### src/rtl/msgp_pkg.sv
package msgp_pkg;
  localparam int ID_W         = 10;
  localparam int SPI_BASE     = 32;
  localparam int CAPS_MSG_BIT = 16;
  localparam int ACC_W        = 2;

  typedef enum logic [1:0] {
    SEL_NS_SET = 2'd0,
    SEL_NS_CLR = 2'd1,
    SEL_S_SET  = 2'd2,
    SEL_S_CLR  = 2'd3
  } wsel_e;
endpackage

### src/rtl/msgp_cfg.sv
module msgp_cfg
  import msgp_pkg::*;
#(
  parameter int NUM_SPI = 32
) (
  input  logic                     clk,
  input  logic                     rst_n,
  input  logic                     cfg_we,
  input  logic [ID_W-1:0]          cfg_id,
  input  logic                     cfg_grp,
  input  logic [ACC_W-1:0]         cfg_acc,
  input  logic                     cfg_sd_we,
  input  logic                     cfg_sd,
  output logic [NUM_SPI-1:0]       grp_q,
  output logic [ACC_W*NUM_SPI-1:0] acc_q,
  output logic                     sd_q
);
  logic [NUM_SPI-1:0]       slot_hit;
  logic [NUM_SPI-1:0]       grp_d;
  logic [ACC_W*NUM_SPI-1:0] acc_d;
  logic                     sd_d;

  // one decoder compare per slot
  for (genvar i = 0; i < NUM_SPI; i++) begin : g_slot
    assign slot_hit[i] = cfg_we && (cfg_id == ID_W'(SPI_BASE + i));

    always_comb begin
      grp_d[i]                 = grp_q[i];
      acc_d[i*ACC_W +: ACC_W]  = acc_q[i*ACC_W +: ACC_W];
      if (slot_hit[i]) begin
        grp_d[i]                = cfg_grp;
        acc_d[i*ACC_W +: ACC_W] = cfg_acc;
      end
    end
  end

  always_comb begin
    sd_d = sd_q;
    if (cfg_sd_we) sd_d = cfg_sd;
  end

  always_ff @(posedge clk or negedge rst_n) begin
    if (!rst_n) begin
      grp_q <= '0;
      acc_q <= '0;
      sd_q  <= 1'b0;
    end else begin
      grp_q <= grp_d;
      acc_q <= acc_d;
      sd_q  <= sd_d;
    end
  end
endmodule

### src/rtl/msgp_qual.sv
module msgp_qual
  import msgp_pkg::*;
#(
  parameter int NUM_IRQ = 64,
  parameter int NUM_SPI = 32,
  parameter int IDX_W   = 5
) (
  input  logic                     wr_en,
  input  logic [1:0]               wr_sel,
  input  logic [31:0]              wr_data,
  input  logic                     wr_secure,
  input  logic [NUM_SPI-1:0]       pend_q,
  input  logic [NUM_SPI-1:0]       grp_q,
  input  logic [ACC_W*NUM_SPI-1:0] acc_q,
  input  logic                     sd_q,
  output logic                     do_set,
  output logic                     do_clr,
  output logic [IDX_W-1:0]         tgt_idx
);
  logic [ID_W-1:0]  id;
  logic [ID_W-1:0]  off;
  logic             id_ok;
  logic             cur_pend;
  logic             cur_grp;
  logic [ACC_W-1:0] cur_acc;
  logic             ns_to_sec;
  wsel_e            sel;

  assign id    = wr_data[ID_W-1:0];
  assign sel   = wsel_e'(wr_sel);
  assign off   = id - ID_W'(SPI_BASE);
  assign id_ok = ({1'b0, id} >= (ID_W+1)'(SPI_BASE)) &&
                 ({1'b0, id} <  (ID_W+1)'(NUM_IRQ));

  always_comb begin
    tgt_idx = '0;
    if (id_ok) tgt_idx = off[IDX_W-1:0];
  end

  assign cur_pend  = pend_q[tgt_idx];
  assign cur_grp   = grp_q[tgt_idx];
  assign cur_acc   = acc_q[tgt_idx*ACC_W +: ACC_W];
  assign ns_to_sec = !wr_secure && !cur_grp;

  always_comb begin
    do_set = 1'b0;
    do_clr = 1'b0;
    if (wr_en && id_ok) begin
      unique case (sel)
        SEL_NS_SET: do_set = !cur_pend && !(ns_to_sec && (cur_acc == 2'd0));
        SEL_NS_CLR: do_clr =  cur_pend && !(ns_to_sec && (cur_acc < 2'd2));
        SEL_S_SET:  do_set = !sd_q && wr_secure && !cur_pend;
        SEL_S_CLR:  do_clr = !sd_q && wr_secure &&  cur_pend;
        default: ;
      endcase
    end
  end
endmodule

### src/rtl/msgp_pend.sv
module msgp_pend #(
  parameter int NUM_SPI = 32,
  parameter int IDX_W   = 5
) (
  input  logic               clk,
  input  logic               rst_n,
  input  logic               do_set,
  input  logic               do_clr,
  input  logic [IDX_W-1:0]   tgt_idx,
  output logic [NUM_SPI-1:0] pend_q
);
  logic [NUM_SPI-1:0] pend_d;
  logic [NUM_SPI-1:0] bit_en;

  for (genvar i = 0; i < NUM_SPI; i++) begin : g_bit
    assign bit_en[i] = (do_set || do_clr) && (tgt_idx == IDX_W'(i));

    always_comb begin
      pend_d[i] = pend_q[i];
      if (bit_en[i]) pend_d[i] = do_set;
    end
  end

  always_ff @(posedge clk or negedge rst_n) begin
    if (!rst_n) pend_q <= '0;
    else        pend_q <= pend_d;
  end
endmodule

### src/rtl/msgint_pend_ctrl.sv
module msgint_pend_ctrl
  import msgp_pkg::*;
#(
  parameter int NUM_IRQ = 64
) (
  input  logic                    clk,
  input  logic                    rst_n,
  input  logic                    wr_en,
  input  logic [1:0]              wr_sel,
  input  logic [31:0]             wr_data,
  input  logic                    wr_secure,
  input  logic                    cfg_we,
  input  logic [9:0]              cfg_id,
  input  logic                    cfg_grp,
  input  logic [1:0]              cfg_acc,
  input  logic                    cfg_sd_we,
  input  logic                    cfg_sd,
  output logic [NUM_IRQ-33:0]     pend_o,
  output logic [31:0]             caps_o
);
  localparam int NUM_SPI = NUM_IRQ - SPI_BASE;
  localparam int IDX_W   = (NUM_SPI > 1) ? $clog2(NUM_SPI) : 1;
  localparam int LINES   = (NUM_IRQ + 31) / 32 - 1;

  logic [NUM_SPI-1:0]       grp_q;
  logic [ACC_W*NUM_SPI-1:0] acc_q;
  logic                     sd_q;
  logic [NUM_SPI-1:0]       pend_q;
  logic                     do_set;
  logic                     do_clr;
  logic [IDX_W-1:0]         tgt_idx;

  msgp_cfg #(.NUM_SPI(NUM_SPI)) u_cfg (
    .clk(clk), .rst_n(rst_n),
    .cfg_we(cfg_we), .cfg_id(cfg_id), .cfg_grp(cfg_grp), .cfg_acc(cfg_acc),
    .cfg_sd_we(cfg_sd_we), .cfg_sd(cfg_sd),
    .grp_q(grp_q), .acc_q(acc_q), .sd_q(sd_q)
  );

  msgp_qual #(.NUM_IRQ(NUM_IRQ), .NUM_SPI(NUM_SPI), .IDX_W(IDX_W)) u_qual (
    .wr_en(wr_en), .wr_sel(wr_sel), .wr_data(wr_data), .wr_secure(wr_secure),
    .pend_q(pend_q), .grp_q(grp_q), .acc_q(acc_q), .sd_q(sd_q),
    .do_set(do_set), .do_clr(do_clr), .tgt_idx(tgt_idx)
  );

  msgp_pend #(.NUM_SPI(NUM_SPI), .IDX_W(IDX_W)) u_pend (
    .clk(clk), .rst_n(rst_n),
    .do_set(do_set), .do_clr(do_clr), .tgt_idx(tgt_idx),
    .pend_q(pend_q)
  );

  assign pend_o = pend_q;

  always_comb begin
    caps_o               = '0;
    caps_o[CAPS_MSG_BIT] = 1'b1;
    caps_o[4:0]          = 5'(LINES);
  end
endmodule

### config.mk
export PLATFORM = sky130hd
export DESIGN_NAME = msgint_pend_ctrl
export DESIGN_NICKNAME = d
export VERILOG_FILES = /design/src/rtl/msgp_pkg.sv /design/src/rtl/msgp_cfg.sv /design/src/rtl/msgp_qual.sv /design/src/rtl/msgp_pend.sv /design/src/rtl/msgint_pend_ctrl.sv
export SDC_FILE = /design/constraint.sdc
export NUM_CORES = 1
export LEC_CHECK = 0
export BUFFER_PORTS_ARGS = -buffer_cell sky130_fd_sc_hd__buf_2
export CAP_MARGIN = 20
export CELL_PAD_IN_SITES_DETAIL_PLACEMENT = 1
export CELL_PAD_IN_SITES_GLOBAL_PLACEMENT = 1
export CORE_UTILIZATION = 45
export CTS_CLUSTER_SIZE = 16
export DETAILED_ROUTE_END_ITERATION = 8
export GPL_TIMING_DRIVEN = 0
export PLACE_DENSITY = 0.86
export SLEW_MARGIN = 5
export SYNTH_ARGS = -nofsm -noshare
export SYNTH_HDL_FRONTEND = slang
export SYNTH_SLANG_ARGS = --single-unit
### constraint.sdc
create_clock -name clk -period 2.6 [get_ports clk]
set_clock_uncertainty 0.1 [all_clocks]
set_input_delay 0.13 -clock clk [delete_from_list [all_inputs] [get_ports clk]]
set_output_delay 0.13 -clock clk [all_outputs]
set_load 0.05 [all_outputs]
# == Word-level counts from Yosys, hierarchy flattened ==
# Cells that the tools add are included.
# totals
reg_bits,129
output_inout_bits,64
# op_classes
add_sub_neg,1
order_cmp,4
n_eq_ne,66
n_shift,1
mux,9
reduce_logical,84
# op_table
op,count
$eq A10 B6 Y1 const B,32
$eq A5 B5 Y1 const B,16
$logic_and A1 B1 Y1,74
$shiftx A64 B7 Y2,1
$eq A5 B4 Y1 const B,8
$eq A5 B3 Y1 const B,4
$bmux W1 S5,2
$eq A5 B2 Y1 const B,2
$ge A10 B6 Y1 const B,1
$lt A10 B7 Y1 const B,1
$logic_not A1 Y1,6
$lt A5 B6 Y1 const B,1
$eq A5 B1 Y1 const B,1
$logic_not A5 Y1,1
$mux W5,1
$sub A5 B1 Y5 const B,1
$eq A2 B2 Y1 const B,2
$logic_not A2 Y1,2
$mux W1,4
$pmux W1 S2,2
$eq A2 B1 Y1 const B,1
$lt A2 B2 Y1 const B,1
$logic_or A1 B1 Y1,1

# == Logic depth before layout (Yosys ltp) ==
# Gate-level depths: netlist of run 1.
# logic_depth
depth_word,14
mapped_depth,11

# == Modules after synthesis ==
# Synthesis of run 1 repeated with hierarchy kept, for this count alone.
# hier_totals
hier_cells,608
area_unflattened_um2,7419.6
# modules_own_cells
module,instances,cells_each,area_per_inst_um2
msgp_cfg,1,260,4200.3
msgp_pend,1,125,1640.3
msgp_qual,1,189,1331.3
msgint_pend_ctrl,1,34,247.7

# == Least setup slack after synthesis of run 1 ==
# Ideal clock, no wire load.
# synth_path
path_type,register to register
start,register u_pend.pend_q[11]
end,register u_pend.pend_q[15]
arrival_time_ns,2.298
t_required_ns,2.433
setup_slack_ns,0.135
path_stages_with_launch,7
path_buffers,0
cell_sequence,dfrtp_1 > mux4_2 > a22oi_2 > nand2_1 > a2bb2oi_2 > a2111oi_4 > a41o_1
# synth_via
elab_chain_len,8
elab_cells_between_ends,13
cone_classes,mux: 6; reduce/logical: 7
# synth_rtl
item,line,text
from (decl),msgp_pend.sv:10,output logic [NUM_SPI-1:0] pend_q
from (signal assigned),msgp_pend.sv:26,else pend_q <= pend_d;
$bmux W1 S5 *,msgp_qual.sv:40,assign cur_pend = pend_q[tgt_idx];
$mux W1 (not written as such) *,msgp_qual.sv:40,
$logic_not A1 Y1,"msgp_qual.sv:50, msgp_qual.sv:52",
$logic_and A1 B1 Y1 (on tied branches),"msgp_qual.sv:52, msgp_qual.sv:50",
$pmux W1 S2,msgp_qual.sv:49,unique case (sel)
$mux W1,msgp_qual.sv:48,if (wr_en && id_ok) begin
$logic_or A1 B1 Y1,msgp_pend.sv:16,assign bit_en[i] = (do_set || do_clr) && (tgt_idx == IDX_W'(i));
$logic_and A1 B1 Y1,msgp_pend.sv:16,
# Mark *: on every way between the ends. The rest lies on a longest branch, timed or not. The select of a mux whose other input is x is not followed.
# A chain may end at the register's enable or synchronous reset.

# == Worst setup path after layout of run 1 ==
# layout_path
start,input port wr_data[8]
end,register u_pend.pend_q[26]
# layout_via
elab_chain_len,14
elab_cells_between_ends,30
cone_classes,order compare: 3; eq/ne: 1; shift: 1; mux: 9; reduce/logical: 16
# layout_rtl
item,line,text
from (decl),msgint_pend_ctrl.sv:10,"input logic [31:0] wr_data,"
$ge A10 B6 Y1 or $lt A10 B7 Y1 (tied branches),"msgp_qual.sv:32, msgp_qual.sv:33",
$logic_and A1 B1 Y1 *,msgp_qual.sv:32,"assign id_ok = ({1'b0, id} >= (ID_W+1)'(SPI_BASE)) &&"
branches (longest 12 deep; another with $lt A2 B2 Y1),--,
# Mark *: on every way between the ends. The select of a mux whose other input is x is not followed.

==> results of run 1 <==
worst max-delay path by stage:
stage / end / slack, ns / depth (start not counted)
3_5_place_dp: u_pend.pend_q[26] / -0.35 / 10
2_1_floorplan: u_pend.pend_q[15] / 0.14 / 6
4_1_cts: u_pend.pend_q[7] / 0.008 / 7
6_report: u_pend.pend_q[26] / 0.05 / 10
3_3_place_gp: u_cfg.grp_q[5] / -0.30 / 1
5_1_grt: u_pend.pend_q[26] / -0.06 / 10
cell families (layout without fill, tap and decap cells):
logic type	count (synthesis)	after routing	share of synthesized area
AND/OR/NAND/NOR	222	222	0.157
flip-flops	129	129	0.452
multiplexers	116	116	0.198
AO/OA/AOI/OAI	111	111	0.119
buffers and inverters	84	186	0.0732
other	2	32	0.00105
area by class of cell:
type                       instances  area (µm²)  area share
timing repair buffer              70         412      0.0477
buffer                            76         503      0.0583
clock inverter                    10         148      0.0171
tap                              211         264      0.0306
sequential                       129        3230       0.374
clock buffer                      22         484      0.0561
multi-input combinational        481        3560       0.412
inverter                           8        30.0     0.00348
state kept, by name, indices dropped and copies added, names as in the netlist:
register and cells:
u_cfg.acc_q 64, u_cfg.grp_q 32, u_pend.pend_q 32, u_cfg.sd_q 1
where the power goes:
part	internal [mW]	switching, mW	total, mW
clock	1.62	0.946	2.56
sequential	2.04	0.0190	2.05
combinational	0.161	0.391	0.552
total	3.81	1.36	5.17
synthesized netlist by cell type, types with 6 or more instances:
| master | n | share of area |
|---|---|---|
| mux2_2 | 98 | 0.15 |
| o31ai_1 | 14 | 0.015 |
| nand3_1 | 38 | 0.027 |
| dfrtp_1 | 129 | 0.45 |
| mux4_2 | 10 | 0.032 |
| buf_2 | 10 | 0.0070 |
| nand2_1 | 43 | 0.023 |
| a21oi_1 | 8 | 0.0056 |
| nand2b_1 | 6 | 0.0053 |
| buf_4 | 40 | 0.042 |
| buf_6 | 6 | 0.0095 |
| or3_1 | 8 | 0.0070 |
| nor3_1 | 14 | 0.0098 |
| nand4_1 | 8 | 0.0070 |
| nor2_1 | 54 | 0.028 |
| inv_1 | 7 | 0.0037 |
| o41ai_1 | 14 | 0.017 |
| clkbuf_1 | 20 | 0.011 |
| a21o_1 | 6 | 0.0063 |
| nand3b_1 | 6 | 0.0063 |
| o31a_1 | 7 | 0.0086 |
| and3_1 | 9 | 0.0079 |
| nor2b_1 | 9 | 0.0079 |
| o21ai_1 | 18 | 0.013 |
repair_timing:
action                                  4_1_cts  5_1_grt
cloned                                        0        0
pin swaps                                     1        1
endpoints found under the setup margin       14       32
hold buffers                                  6        0
gates resized for setup                       1       14
hold endpoints to repair                    136        0
setup buffers                                 0        1
metal layers:
metal  part of all wire  wire length, µm  track usage  up-vias
li1                   -                -            -     2627
met1               0.39             9230        0.363     3074
met2               0.51            12100        0.539      289
met3              0.064             1540       0.0693       80
met4              0.043             1030        0.133        0
met5                  0                0            0        -
per-stage QoR:
stage	setup TNS, ns	area [µm²]	cells	util	power (mW)
2_1_floorplan	0	7260	694	-	2.43
3_3_place_gp	-43.66	7840	967	0.510	2.59
3_5_place_dp	-8.66	7870	968	0.512	2.62
4_1_cts	0	8560	1006	0.557	5.17
5_1_grt	-0.162	8620	1007	0.561	5.31
6_report	0	8620	1007	0.561	5.17
==> flow_metrics.tcl, run 1 <==
set metrics [dict create \
    status "completed" \
    reg2reg_slack_ns 0.07 \
    drtAntennaViolNets 0 \
    clk_pin_slew_ns 0.06 \
    fin_nets 837 \
    reg2reg_depth 6 \
    dp_slack_ns -0.354 \
    track_usage 0.308 \
    ys_types 67 \
    chipHeight_um 128 \
    drive_gt1_frac 0.358 \
    crit_family "compound AO/OA/AOI/OAI gates" \
    drc 0 \
    min_period_ns 2.55 \
    reg2reg_to "u_pend.pend_q[14]" \
    cap_violations 0 \
    root_buffer "clkbuf_16" \
    min_period_over_period 0.983 \
    hold_viol_final 0 \
    ir_worst_vdd_mv 0.473 \
    start_util 0.465 \
    start_kind "input port" \
    viasPerCell 6.03 \
    leakage_nw 4.05 \
    final_common_cell "dfrtp_1" \
    first_pass_iters 5 \
    gr-total-overflow 0 \
    synth_area_um2 7150 \
    crit_required_ns 2.78 \
    startpoint "wr_data[8]" \
    dieWidth_um 128 \
    antenna_found_initial 0 \
    layout_setup_ws_ns 0.0454 \
    power_density_nw_per_um2 599 \
    max_stage_delay_ns 0.51 \
    grt_pass1_wl_um 37200 \
    layout_common_cells "dfrtp_1, mux2_2, buf_2" \
    synth-edff-count 0 \
    cts_max_level 4 \
    hpwl_um 16600 \
    ys_dominant_reg_cell "dfrtp_1" \
    die_area_um2 16400 \
    critPathKind "in2reg" \
    nFillCells 1714 \
    wl_um 23900 \
    dr.first_iter.drc_count 370 \
    gp_congestion 0.948 \
    seq_area_frac_synth 0.452 \
    async_flop_share 1.00 \
    avgRoutedWirePerCell_um 23.7 \
    pin_count 118 \
    path_max_fanout 10 \
    syn_inst 664 \
    reg2reg_from "u_cfg.acc_q[30]" \
    ys_warn_count 0 \
    slew_headroom 0.283 \
    cp_data_arrival_time_ns 2.74 \
    numCtsBuffers 17 \
    drv_slew 0 \
    rows 45 \
    coreArea_um2 15400 \
    port_buffers 62 \
    crit_chain "buf_2 -> nor2_1 -> buf_2 -> nand4_1 -> o22ai_1 -> o2bb2ai_2 -> clkbuf_4 -> clkbuf_2 -> o41ai_1 -> o41ai_1" \
    end_kind "register" \
    worstSkewPairLatency_ns 0.44 \
    cts.sinks 129 \
    grt_max_degree 93 \
    synth-seq-cells 129 \
    area_growth_pct 20.7 \
    avgSynthCellArea_um2 10.8 \
    hold_class "in2async" \
    max_freq_mhz 391 \
    grt_pass1_vias 6484 \
    cts_tree "built" \
    critPathBufInv 4 \
    via_count 6070 \
    clockBufferDepth 2 \
    num_antenna_cells 0 \
    worst_pin_slew_ns 1.06 \
    setup_viol 0 \
    cpMaxStageDelayCell "o22ai_1" \
    holdWs_ns 0.0729 \
]
No activity file was read; power rests on OpenSTA's default activity.
==> run 2, diff against run 1 <==
--- a/config.mk
+++ b/config.mk
@@ -13,7 +13,7 @@
 export CTS_CLUSTER_SIZE = 16
 export DETAILED_ROUTE_END_ITERATION = 8
 export GPL_TIMING_DRIVEN = 0
-export PLACE_DENSITY = 0.86
+export PLACE_DENSITY = 0.77
 export SLEW_MARGIN = 5
 export SYNTH_ARGS = -nofsm -noshare
 export SYNTH_HDL_FRONTEND = slang
==> constraint.sdc (replaced) <==
create_clock -name clk -period 2.6 [get_ports clk]
set_clock_uncertainty 0.1 [all_clocks]
set_input_delay 0.39 -clock clk [delete_from_list [all_inputs] [get_ports clk]]
set_output_delay 0.39 -clock clk [all_outputs]
set_load 0.05 [all_outputs]
==> run 2 against run 1 <==
Against the previous run: worst setup slack gained 0.025 ns; first-iteration DRC count grew 43%; combinational power is essentially flat; clock power shrank 5%; sequential power is essentially flat; non-clock buffer count grew 2; global-route usage shrank 0.52 points; power shrank 2.8%; highest routed layer unchanged.
==> flow_metrics.tcl, run 2 (synthesis gave the netlist of run 1 again) <==
set metrics [dict create \
    drc 0 \
    cts.sinks 129 \
    clockBufferDepth 2 \
    setup_tns_ns 0 \
    crit_required_ns 2.78 \
    holdWs_ns 0.0948 \
    placed_area_um2 7870 \
    fin_util 0.560 \
    max_freq_mhz 395 \
    wl_um 23600 \
    critPathKind "reg2reg" \
    grt_setup_unrepaired "yes" \
    worstSkewPairLatency_ns 0.43 \
    cpMaxStageDelayCell "mux4_2" \
    critPathBufInv 2 \
    cts_max_level 4 \
    coreArea_um2 15400 \
    via_count 6035 \
    port_buffers 62 \
    grt_max_degree 78 \
    path_max_fanout 10 \
    final_common_cell "dfrtp_1" \
    end_kind "register" \
    reg2reg_depth 9 \
    drtAntennaViolNets 0 \
    critical_path_depth 9 \
    dp_slack_ns -0.599 \
    fin_nets 839 \
    grt_pass1_wl_um 36500 \
    layout_setup_ws_ns 0.0704 \
    first_pass_iters 6 \
    dp_cells 968 \
    hold_class "in2reg" \
    viasPerCell 5.98 \
    leakage_nw 4.07 \
    reg_top3 "u_cfg.acc_q x64, u_cfg.grp_q x32, u_pend.pend_q x32" \
    cap_violations 0 \
    chipHeight_um 128 \
    track_usage 0.303 \
    finalNonFillerCells 1010 \
    crit_chain "nor2_1 -> mux4_2 -> o2111ai_1 -> or4_4 -> o21ai_4 -> buf_6 -> buf_6 -> o41ai_1 -> o41ai_1" \
    cp_data_arrival_time_ns 2.71 \
    drv_slew 0 \
    avgRoutedWirePerCell_um 23.4 \
    gp_congestion 0.890 \
    hold_depth 2 \
    drive_gt1_frac 0.368 \
    numCtsBuffers 17 \
    rows 45 \
    start_kind "register" \
    dr.first_iter.drc_count 528 \
    power_density_nw_per_um2 584 \
    area_growth_pct 20.5 \
    die_area_um2 16400 \
    worst_pin_slew_ns 0.961 \
    design_area_um2 8610 \
    slew_headroom 0.353 \
    min_period_ns 2.53 \
    clk_pin_slew_ns 0.06 \
    top_register "u_cfg.acc_q" \
    largest_reg_flops 64 \
    gr-total-overflow 0 \
    layout_common_cells "dfrtp_1, mux2_2, buf_2" \
    power.total_mw 5.03 \
    min_period_over_period 0.973 \
    setup_viol 0 \
    cts_tree "built" \
    root_buffer "clkbuf_16" \
    hpwl_um 16900 \
    crit_family "compound AO/OA/AOI/OAI gates" \
    start_util 0.465 \
    ir_worst_vdd_mv 0.449 \
    hold_viol_final 0 \
    pin_count 118 \
    antenna_found_initial 1 \
    grt_pass1_vias 6326 \
    status "completed" \
    max_stage_delay_ns 0.52 \
    dieWidth_um 128 \
]
==> run 2: worst paths after layout <==
path / start / endpoint / slack [ns]
min: cfg_sd / u_cfg.sd_q / 0.09
min reg2reg: u_cfg.grp_q[14] / u_cfg.grp_q[14] / 0.40
max in group asynchronous: rst_n / u_cfg.grp_q[7] / 1.26
max: u_cfg.grp_q[30] / u_pend.pend_q[27] / 0.07
min in group asynchronous: rst_n / u_cfg.grp_q[24] / 0.37
max reg2reg: u_cfg.grp_q[30] / u_pend.pend_q[27] / 0.07
==> run 2: per-layer routing <==
layer  GRT usage  vias to the layer above  part of all wire
met5           0                        -                 0
met4       0.107                        0             0.021
li1            -                     2626                 -
met2       0.497                      249              0.49
met1       0.397                     3117              0.42
met3      0.0647                       43             0.062
==> run 2: final cells by class <==
class	instances	area, µm²
clock inverters	14	154
diodes	1	2.50
fillers	1689	6760
well taps	211	264
repair buffers	72	414
plain buffers	76	507
inverters	8	35.0
clock buffers	18	439
flip-flops and latches	129	3230
multi-input cells	481	3570
==> run 2: power by group <==
| group | switching, mW | internal, mW | total [mW] |
|---|---|---|---|
| logic | 0.393 | 0.159 | 0.552 |
| registers | 0.0188 | 2.04 | 2.05 |
| clock network | 0.972 | 1.45 | 2.42 |
| total | 1.38 | 3.64 | 5.03 |
==> run 2: what timing repair did <==
item                       in CTS  in global routing
pin swaps                       2                  2
buffers inserted                3                  5
hold endpoints to repair       52                  0
gates cloned                    0                  0
setup endpoints to repair      29                 29
hold buffers                    1                  0
resized for setup               5                 19
==> run 2: worst reg2reg max path, delay by kind of cell (launching register included) <==
family	cells	cell delay [ns]
AOI/OAI and AO/OA	4	0.86
buffers and inverters	2	0.32
DFF	1	0.36
muxes	1	0.52
and+or+nand+nor	2	0.23
